## config.mk

```make
export PLATFORM = sky130hd
export DESIGN_NAME = ewma_bias_corrector
export DESIGN_NICKNAME = d
export VERILOG_FILES = /design/src/rtl/ewma_bias_pkg.sv /design/src/rtl/ewma_bias_bank.sv /design/src/rtl/ewma_update_dp.sv /design/src/rtl/ewma_bias_corrector.sv
export SDC_FILE = /design/constraint.sdc
export NUM_CORES = 1
export LEC_CHECK = 0
export ABC_AREA = 1
export BUFFER_PORTS_ARGS = -buffer_cell sky130_fd_sc_hd__buf_2
export CAP_MARGIN = 25
export CORE_MARGIN = 4
export CORE_UTILIZATION = 50
export CTS_BUF_LIST = sky130_fd_sc_hd__clkbuf_4 sky130_fd_sc_hd__clkbuf_8
export DETAILED_ROUTE_END_ITERATION = 8
export PLACE_DENSITY = 0.72
export SLEW_MARGIN = 20
export SYNTH_ARGS = -nofsm -noshare
export SYNTH_HDL_FRONTEND = slang
export SYNTH_SLANG_ARGS = --single-unit
```

## constraint.sdc

```tcl
create_clock -name clk_i -period 16.2 [get_ports clk_i]
set_input_delay 0 -clock clk_i [delete_from_list [all_inputs] [get_ports clk_i]]
set_output_delay 0 -clock clk_i [all_outputs]
set_load 0.005 [all_outputs]
```

## src/rtl/ewma_bias_pkg.sv

```systemverilog
package ewma_bias_pkg;
    localparam int unsigned DEF_NUM_PANELS = 13;
    localparam int unsigned DEF_DATA_W     = 16;
    localparam int unsigned DEF_FRAC_W     = 16;
    localparam int unsigned DEF_ALPHA_W    = 16;
    localparam int unsigned DEF_ALPHA      = 655;   // about 0.01 at a scale of 2^16
endpackage

```

## src/rtl/ewma_bias_bank.sv

```systemverilog
module ewma_bias_bank #(
    parameter int unsigned NUM_PANELS = 13,
    parameter int unsigned BIAS_W     = 32,
    parameter int unsigned IDX_W      = 4
) (
    input  logic                     clk_i,
    input  logic                     rst_ni,
    input  logic                     wr_en_i,
    input  logic [IDX_W-1:0]         wr_idx_i,
    input  logic signed [BIAS_W-1:0] wr_data_i,
    input  logic [IDX_W-1:0]         rd_idx_i,
    output logic signed [BIAS_W-1:0] rd_data_o
);
    logic signed [BIAS_W-1:0] bias_q [NUM_PANELS];

    for (genvar p = 0; p < NUM_PANELS; p++) begin : g_panel
        always_ff @(posedge clk_i or negedge rst_ni) begin
            if (!rst_ni) begin
                bias_q[p] <= '0;
            end else if (wr_en_i && (wr_idx_i == IDX_W'(p))) begin
                bias_q[p] <= wr_data_i;
            end
        end
    end

    always_comb begin
        rd_data_o = '0;
        for (int p = 0; p < NUM_PANELS; p++) begin
            if (rd_idx_i == IDX_W'(p)) begin
                rd_data_o = bias_q[p];
            end
        end
    end
endmodule

```

## src/rtl/ewma_update_dp.sv

```systemverilog
module ewma_update_dp #(
    parameter int unsigned DATA_W  = 16,
    parameter int unsigned FRAC_W  = 16,
    parameter int unsigned ALPHA_W = 16,
    parameter int unsigned ALPHA   = 655
) (
    input  logic signed [DATA_W+FRAC_W-1:0] bias_old_i,
    input  logic signed [DATA_W:0]          res_i,
    input  logic signed [DATA_W-1:0]        pred_i,
    output logic signed [DATA_W+FRAC_W-1:0] bias_new_o,
    output logic signed [DATA_W-1:0]        corr_o
);
    localparam int unsigned RES_W  = DATA_W + 1;
    localparam int unsigned BIAS_W = DATA_W + FRAC_W;
    localparam int unsigned WIDE_W = RES_W + FRAC_W + ALPHA_W + 4;

    localparam logic signed [WIDE_W-1:0] ONE_W      = 1;
    localparam logic signed [WIDE_W-1:0] HALF_W     = ONE_W <<< (FRAC_W - 1);
    localparam logic signed [WIDE_W-1:0] ALPHA_WIDE = WIDE_W'(ALPHA);
    localparam logic signed [WIDE_W-1:0] BIAS_MAX   = (ONE_W <<< (BIAS_W - 1)) - ONE_W;
    localparam logic signed [WIDE_W-1:0] BIAS_MIN   = -(ONE_W <<< (BIAS_W - 1));
    localparam logic signed [WIDE_W-1:0] DATA_MAX   = (ONE_W <<< (DATA_W - 1)) - ONE_W;
    localparam logic signed [WIDE_W-1:0] DATA_MIN   = -(ONE_W <<< (DATA_W - 1));

    logic signed [WIDE_W-1:0] res_w, bias_w, pred_w;
    logic signed [WIDE_W-1:0] diff_w, prod_w, step_w, sum_w;
    logic signed [WIDE_W-1:0] bnew_w, bint_w, csum_w;

    always_comb begin
        res_w  = {{(WIDE_W-RES_W){res_i[RES_W-1]}}, res_i};
        bias_w = {{(WIDE_W-BIAS_W){bias_old_i[BIAS_W-1]}}, bias_old_i};
        pred_w = {{(WIDE_W-DATA_W){pred_i[DATA_W-1]}}, pred_i};

        // blend toward the residual: b + alpha*(r - b), rounded half up
        diff_w = (res_w <<< FRAC_W) - bias_w;
        prod_w = diff_w * ALPHA_WIDE;
        step_w = (prod_w + HALF_W) >>> FRAC_W;
        sum_w  = bias_w + step_w;

        if (sum_w > BIAS_MAX) begin
            bnew_w = BIAS_MAX;
        end else if (sum_w < BIAS_MIN) begin
            bnew_w = BIAS_MIN;
        end else begin
            bnew_w = sum_w;
        end
        bias_new_o = bnew_w[BIAS_W-1:0];

        // add the rounded integer part of the new bias to the prediction
        bint_w = (bnew_w + HALF_W) >>> FRAC_W;
        csum_w = pred_w + bint_w;
        if (csum_w > DATA_MAX) begin
            corr_o = DATA_MAX[DATA_W-1:0];
        end else if (csum_w < DATA_MIN) begin
            corr_o = DATA_MIN[DATA_W-1:0];
        end else begin
            corr_o = csum_w[DATA_W-1:0];
        end
    end
endmodule

```

## src/rtl/ewma_bias_corrector.sv

```systemverilog
module ewma_bias_corrector
    import ewma_bias_pkg::*;
#(
    parameter int unsigned NUM_PANELS = DEF_NUM_PANELS,
    parameter int unsigned DATA_W     = DEF_DATA_W,
    parameter int unsigned FRAC_W     = DEF_FRAC_W,
    parameter int unsigned ALPHA_W    = DEF_ALPHA_W,
    parameter int unsigned ALPHA      = DEF_ALPHA,
    localparam int unsigned IDX_W     = (NUM_PANELS > 1) ? $clog2(NUM_PANELS) : 1
) (
    input  logic                     clk_i,
    input  logic                     rst_ni,
    input  logic                     strobe_i,
    input  logic [IDX_W-1:0]         panel_i,
    input  logic signed [DATA_W-1:0] meas_i,
    input  logic signed [DATA_W-1:0] pred_i,
    output logic                     valid_o,
    output logic                     err_o,
    output logic signed [DATA_W-1:0] corr_o,
    output logic signed [DATA_W:0]   resid_o
);
    localparam int unsigned RES_W  = DATA_W + 1;
    localparam int unsigned BIAS_W = DATA_W + FRAC_W;

    typedef struct packed {
        logic                     s1_vld;
        logic                     s1_err;
        logic [IDX_W-1:0]         s1_idx;
        logic signed [DATA_W-1:0] s1_pred;
        logic signed [RES_W-1:0]  s1_res;
        logic                     out_vld;
        logic                     out_err;
        logic signed [DATA_W-1:0] out_corr;
        logic signed [RES_W-1:0]  out_res;
    } state_t;

    state_t st_d, st_q;

    logic                     idx_ok;
    logic signed [BIAS_W-1:0] bias_rd;
    logic signed [BIAS_W-1:0] bias_new;
    logic signed [DATA_W-1:0] corr_new;

    assign idx_ok = ({1'b0, panel_i} < (IDX_W + 1)'(NUM_PANELS));

    ewma_bias_bank #(
        .NUM_PANELS (NUM_PANELS),
        .BIAS_W     (BIAS_W),
        .IDX_W      (IDX_W)
    ) u_bank (
        .clk_i     (clk_i),
        .rst_ni    (rst_ni),
        .wr_en_i   (st_q.s1_vld),
        .wr_idx_i  (st_q.s1_idx),
        .wr_data_i (bias_new),
        .rd_idx_i  (st_q.s1_idx),
        .rd_data_o (bias_rd)
    );

    ewma_update_dp #(
        .DATA_W  (DATA_W),
        .FRAC_W  (FRAC_W),
        .ALPHA_W (ALPHA_W),
        .ALPHA   (ALPHA)
    ) u_dp (
        .bias_old_i (bias_rd),
        .res_i      (st_q.s1_res),
        .pred_i     (st_q.s1_pred),
        .bias_new_o (bias_new),
        .corr_o     (corr_new)
    );

    always_comb begin
        st_d = st_q;

        // stage 1: capture the sample and form the exact residual
        st_d.s1_vld  = strobe_i && idx_ok;
        st_d.s1_err  = strobe_i && !idx_ok;
        st_d.s1_idx  = panel_i;
        st_d.s1_pred = pred_i;
        st_d.s1_res  = {meas_i[DATA_W-1], meas_i} - {pred_i[DATA_W-1], pred_i};

        // stage 2: bank read-modify-write and result registers
        st_d.out_vld = st_q.s1_vld;
        st_d.out_err = st_q.s1_err;
        if (st_q.s1_vld) begin
            st_d.out_corr = corr_new;
            st_d.out_res  = st_q.s1_res;
        end
    end

    always_ff @(posedge clk_i or negedge rst_ni) begin
        if (!rst_ni) begin
            st_q <= '0;
        end else begin
            st_q <= st_d;
        end
    end

    assign valid_o = st_q.out_vld;
    assign err_o   = st_q.out_err;
    assign corr_o  = st_q.out_corr;
    assign resid_o = st_q.out_res;
endmodule

```

---- Yosys cells after proc, flatten, opt, wreduce, memory -nomap -nowiden ----
Index checks and enable logic that the tools add are counted.
storage, ports and cells
  register bits after elaboration ......... 490
  input bits .............................. 39
  output and inout port bits .............. 35
  word-level logic and storage cells ...... 80
operators by class
  add/sub/neg operators ................... 6
  $mul .................................... 1
  order comparisons ....................... 5
  eq/ne operators ......................... 12
  multiplexer cells ....................... 17
  reduce and logical (&&, ||, !) cells .... 17
operators by type and width
  kind                      number
  $mux W32                  13
  $add A53 B17 Y53 const B  2
  $mux W53                  2
  $gt A53 B16 Y1 const B    1
  $gt A53 B32 Y1 const B    1
  $lt A53 B16 Y1 const B    1
  $lt A53 B32 Y1 const B    1
  $mul A53 B11 Y53 const B  1
  $add A16 B37 Y38          1
  $add A32 B37 Y38          1
  $sub A33 B32 Y34          1
  $mux W16                  2
  $eq A4 B4 Y1 const B      5
  $sub A16 B16 Y17          1
  $eq A4 B3 Y1 const B      4
  $logic_and A1 B1 Y1       15
  $eq A4 B2 Y1 const B      2
  $eq A4 B1 Y1 const B      1
  $logic_not A4 Y1          1
  $lt A4 B4 Y1 const B      1
  $logic_not A1 Y1          1

---- Longest topological paths before layout ----
  depth after elaboration ................. 26
  mapped depth ............................ 95
  mapped depth without buffers ............ 93

---- Hierarchy ----
Synthesis repeated with hierarchy kept, for this count alone.
second synthesis, totals
  cell total of the unflattened synthesis .. 5,042
  area, all modules ....................... 36,995.5 µm²
modules (own cells, without submodules)
  module               times used  cells each  area each (µm²)  seq. area each (µm²)
  ewma_bias_bank       1           2,233       18,420.2         10,410.0
  ewma_update_dp       1           2,442       14,968.1         0.0
  ewma_bias_corrector  1           367         3,607.2          1,851.8

---- Worst setup path before layout ----
No wires, ideal clock.
  path type ............................... register to register
  start ................................... register st_q[68] (netlist name)
  end ..................................... register st_q (netlist bit corr_o[10])
  setup time .............................. 0.077 ns
  arrival ................................. 12.828 ns
  required time ........................... 16.123 ns
  path slack .............................. 3.295 ns
  stages on the path, launching flop included .. 85
  path buffers ............................ 6
  clock period less this slack ............ 12.905 ns
  cells stage by stage .................... dfrtp_1 -> nor2_1 -> buf_4 -> buf_2 -> nand2_1 -> clkbuf_1 -> o22ai_1 -> a221oi_1 -> o21ai_0 -> nor4_1 -> nand4_1 -> a22oi_1 -> ha_1 -> inv_1 -> nor2_1 -> inv_2 -> o31ai_4 -> inv_2 -> (+49 left out) -> ha_1 -> nand2_1 -> nor4_1 -> nand3_1 -> nand3_1 -> a21o_1 -> nand2_1 -> nand3_1 -> nand2_1 -> nand2_1 -> xor2_1 -> nand2_1 -> nor2_1 -> nand4_1 -> o21bai_2 -> buf_2 -> nand2_1 -> a21oi_1
on the way
  cells in the longest elaborated chain, start to end .. 26
  elaborated cells between the ends (all ways) .. 40
  classes of those cells .................. 5 x add/sub; 1 x mul; 4 x order compare; 12 x eq/ne; 17 x mux; 1 x reduce/logical
ends and longest elaborated chain
  element                   RTL line                   source
  start: declaration        ewma_bias_corrector.sv:37  state_t st_d, st_q;
  start signal: assignment  ewma_bias_corrector.sv:96  st_q <= st_d;
  $logic_not A4 Y1          ewma_bias_bank.sv:29       if (rd_idx_i == IDX_W'(p)) begin
  $mux W32 (12 in a row)    ewma_bias_bank.sv:29
  $mux W32 (*)              ewma_bias_bank.sv:29
  $sub A33 B32 Y34          ewma_update_dp.sv:35       diff_w = (res_w <<< FRAC_W) - bias_w;
  $mul A53 B11 Y53          ewma_update_dp.sv:36       prod_w = diff_w * ALPHA_WIDE;
  $add A53 B17 Y53          ewma_update_dp.sv:37       step_w = (prod_w + HALF_W) >>> FRAC_W;
  $add A32 B37 Y38 (*)      ewma_update_dp.sv:38       sum_w = bias_w + step_w;
  $lt A53 B32 Y1            ewma_update_dp.sv:42       end else if (sum_w < BIAS_MIN) begin
  $mux W53                  ewma_update_dp.sv:42
  $mux W53 (*)              ewma_update_dp.sv:40       if (sum_w > BIAS_MAX) begin
  named net bias_new[16]    ewma_bias_corrector.sv:41  logic signed [BIAS_W-1:0] bias_new;
  $add A53 B17 Y53 (*)      ewma_update_dp.sv:50       bint_w = (bnew_w + HALF_W) >>> FRAC_W;
  $add A16 B37 Y38 (*)      ewma_update_dp.sv:51       csum_w = pred_w + bint_w;
  $lt A53 B16 Y1            ewma_update_dp.sv:54       end else if (csum_w < DATA_MIN) begin
  $mux W16                  ewma_update_dp.sv:54
  $mux W16 (*)              ewma_update_dp.sv:52       if (csum_w > DATA_MAX) begin
Mark *: on every way through the listed nets, which the timed path passes. The rest lies on a longest branch.
A chain may end at the register's enable or synchronous reset.

---- Worst setup path in the final report ----
  start ................................... register st_q[68] (netlist name)
  end ..................................... register st_q (netlist bit corr_o[12])
The elaborated chain is that of the path after synthesis.

==> reports/metrics.cfg <==
[synth]
yosysWarningCount=0
yosys_most_used_dff=sky130_fd_sc_hd__dfrtp_1
synthesis.area_mm2=0.03516
syn_avg_cell_area_um2=7.677
synth_edf_count=0
yosysUniqueCellTypes=65
synth-seq-area-share=0.3487
post_synth_inst_count=4580
synth-async-reset-ratio=1.000
mappedNetlistNets=5012
ys_seq_elements=490

[critical_path]
timing.critical_path.buf_inv=15
timing_worst_setup_path_type=flip-flop to flip-flop
crit_top_cell=sky130_fd_sc_hd__nand2_1
critPathLaunchType=flip-flop
worst_case_reg_to_reg_path_depth=82
largest_delay_share_family_worst_path=simple AND/OR/NAND/NOR gates
critical_path.reg2reg.startpoint=st_q[68]
worstSetupEndpoint=corr_o[12]
worstSetupPathDepth=82
critPathLaunch=st_q[68]
critical_path_peak_fanout=19
worst_ep_arrival_time_ns=15.73
slowest_stage_delay_cp_ns=0.55
crit-reg2reg-capture=corr_o[12]
cpMaxStageDelayCell=sky130_fd_sc_hd__fa_1
crit_path_end_kind=flip-flop
rrSetupSlack_ns=1.05
required_ns=16.78

[clock_tree]
cts_tree=built
clk_root_buffer_cell=sky130_fd_sc_hd__clkbuf_8
numCtsBuffers=82
max-clock-path-buffers=3
clk_latency_ns=0.69
tritoncts_num_sinks=490
htree_num_levels=3
clkTransAtPathRegs_ns=0.06

[floorplan]
floorplan.core_area_mm2=0.06919
placementRows=96
io-pin-count=74
die_height_um=273.2
chipWidth_um=273.2
starting_density_of_the_core=0.5082
floorplan.die_area_mm2=0.07463

[min_path]
hold_path_startpoint=pred_i[1]
worstHoldPathType=primary input to flip-flop

[global_route]
pin_count_of_the_biggest_net_entering_global_routing=175
antenna_violations_before_repair=2
grt_util_all_layers=0.2684
globalRoute.totalOverflow=0
via_count_of_the_first_global_routing_pass=30350
grt_first_pass_wirelength_um=162000

[route]
route.detailed.wl_per_inst_um=17.65
drc=0
detail_route.vias_per_cell=5.382
routed-via-count=30552
detail_route.first_pass.iterations=6
routed_wirelength_um=100200
first_iter_violations=2850
ant_nets=0

[timing]
report.final.setup_viol=0
hold_viol_final=0
max_freq_ghz=0.06600
max_slew_margin=0.3284
post-route-min-period_ns=15.15
tightest_slew_ns=1.007
skew_ns=0.04207
fin_crit_sh=0.9353
hold_slack_ns=0.05062
final-max-slew-violation-count=0
setup_total_negative_slack_ns=0

[job]
max-cap-violations=0

[final_layout]
layout.nets=5116
layout.cells.non_filler=5677
area_delta_synth_final_pct=11.08
nFillCells=6507
seq_area_mm2=0.01226
multi_input_comb_area_mm2=0.01972
final_util=0.5645
final_layout_size_suffix_gt1_frac=0.09551

[place]
buffer_ports.inserted=73
place.gp.congestion=0.9568
place_hpwl_um=74170
placed_cells=5457

[outcome]
status=finished, final reports clean

==> through the flow <==
stage	setup WS, ns	cell area, um2
final	1.049	39060
after floorplan	3.295	35160
after global placement	0.8021	36280
after CTS	0.4874	38780
after detailed placement	0.5744	36320
after global routing	-0.05915	39050
==> cell usage after synthesis, types with 38 or more instances <==
cell type                  number  area, um2
sky130_fd_sc_hd__a21oi_1      216       1081
sky130_fd_sc_hd__buf_4         38      285.3
sky130_fd_sc_hd__clkbuf_1     122      457.9
sky130_fd_sc_hd__dfrtp_1      490      12260
sky130_fd_sc_hd__fa_1         126       2522
sky130_fd_sc_hd__ha_1         267       3341
sky130_fd_sc_hd__inv_1        602       2260
sky130_fd_sc_hd__nand2_1     1361       5109
sky130_fd_sc_hd__nand3_1      125      625.6
sky130_fd_sc_hd__nand4_1       63      394.1
sky130_fd_sc_hd__nor2_1       299       1122
sky130_fd_sc_hd__o21ai_0      333       1667
sky130_fd_sc_hd__xnor2_1       57      499.2
sky130_fd_sc_hd__xor2_1       100      875.8
==> cells in the final DEF, fill, tap and decap left out, drive strengths merged, types with 4 or more instances in the layout <==
cell type and count:
nand3b 4, nand4 65, fa 126, or2 6, inv 630, a21o 20
nand3 131, nor3 28, o31ai 5, a211oi 8, dfrtp 490, o21a 7
xnor2 57, xor2 100, ha 267, nand2 1390, dlygate4sd3 63, clkbuf 124
buf 156, a221oi 13, o2111ai 6, a21boi 9, o21bai 11, a31oi 24
nor4 17, a22oi 12, o211ai 9, a21oi 230, o21ai 367, o22ai 20
nor2 312, clkinv 18
==> layout make-up <==
cell class | count | share of cell area
Antenna cell | 3 | 0.0001922
Clock buffer | 124 | 0.04049
Tap cell | 931 | 0.02983
Sequential cell | 490 | 0.3140
Multi-Input combinational cell | 3257 | 0.5050
Timing Repair Buffer | 219 | 0.04360
Inverter | 634 | 0.06119
Clock inverter | 19 | 0.005734
==> cells by family after synthesis <==
| family | synth area share |
|---|---|
| compound gates | 0.1218 |
| xor+xnor | 0.03911 |
| fa+ha+maj | 0.1667 |
| buf+inv | 0.09579 |
| flops | 0.3487 |
| mux | 0.0006405 |
| simple gates | 0.2272 |
==> worst min path at each step <==
stage	to	slack, ns	cells past startpoint
detailed placement	u_bank.bias_q[326]	0.13	1
finish	st_q[53]	0.05	2
global route	st_q[53]	0.03	2
global placement	st_q[55]	0.13	1
CTS	st_q[64]	0.009	2
floorplan	corr_o[0]	-0.30	0
==> state kept, by name (all words and copies together) (netlist names) <==
| name | cells |
|---|---|
| valid_o | 1 |
| resid_o | 17 |
| st_q | 37 |
| corr_o | 16 |
| st_d | 2 |
| u_bank.bias_q | 416 |
| err_o | 1 |
==> repair_timing <==
item	CTS	global route
hold buffers	64	0
gates resized for setup	0	34
endpoints found under the setup margin	0	16
endpoints found under the hold margin	148	0
setup buffers	0	6
==> per-layer routing <==
metal  vias to the layer above  wire (um)  global-route usage
met1                     14561      44640              0.3753
met4                         0       3115             0.09067
li1                      14754          -                   -
met5                         -          0                   0
met3                       220       5866             0.03620
met2                      1017      46560              0.4330
Power is left out: the tool's default activity adds up to more than one toggle a clock period on the data nets, which glitch-free logic cannot reach.
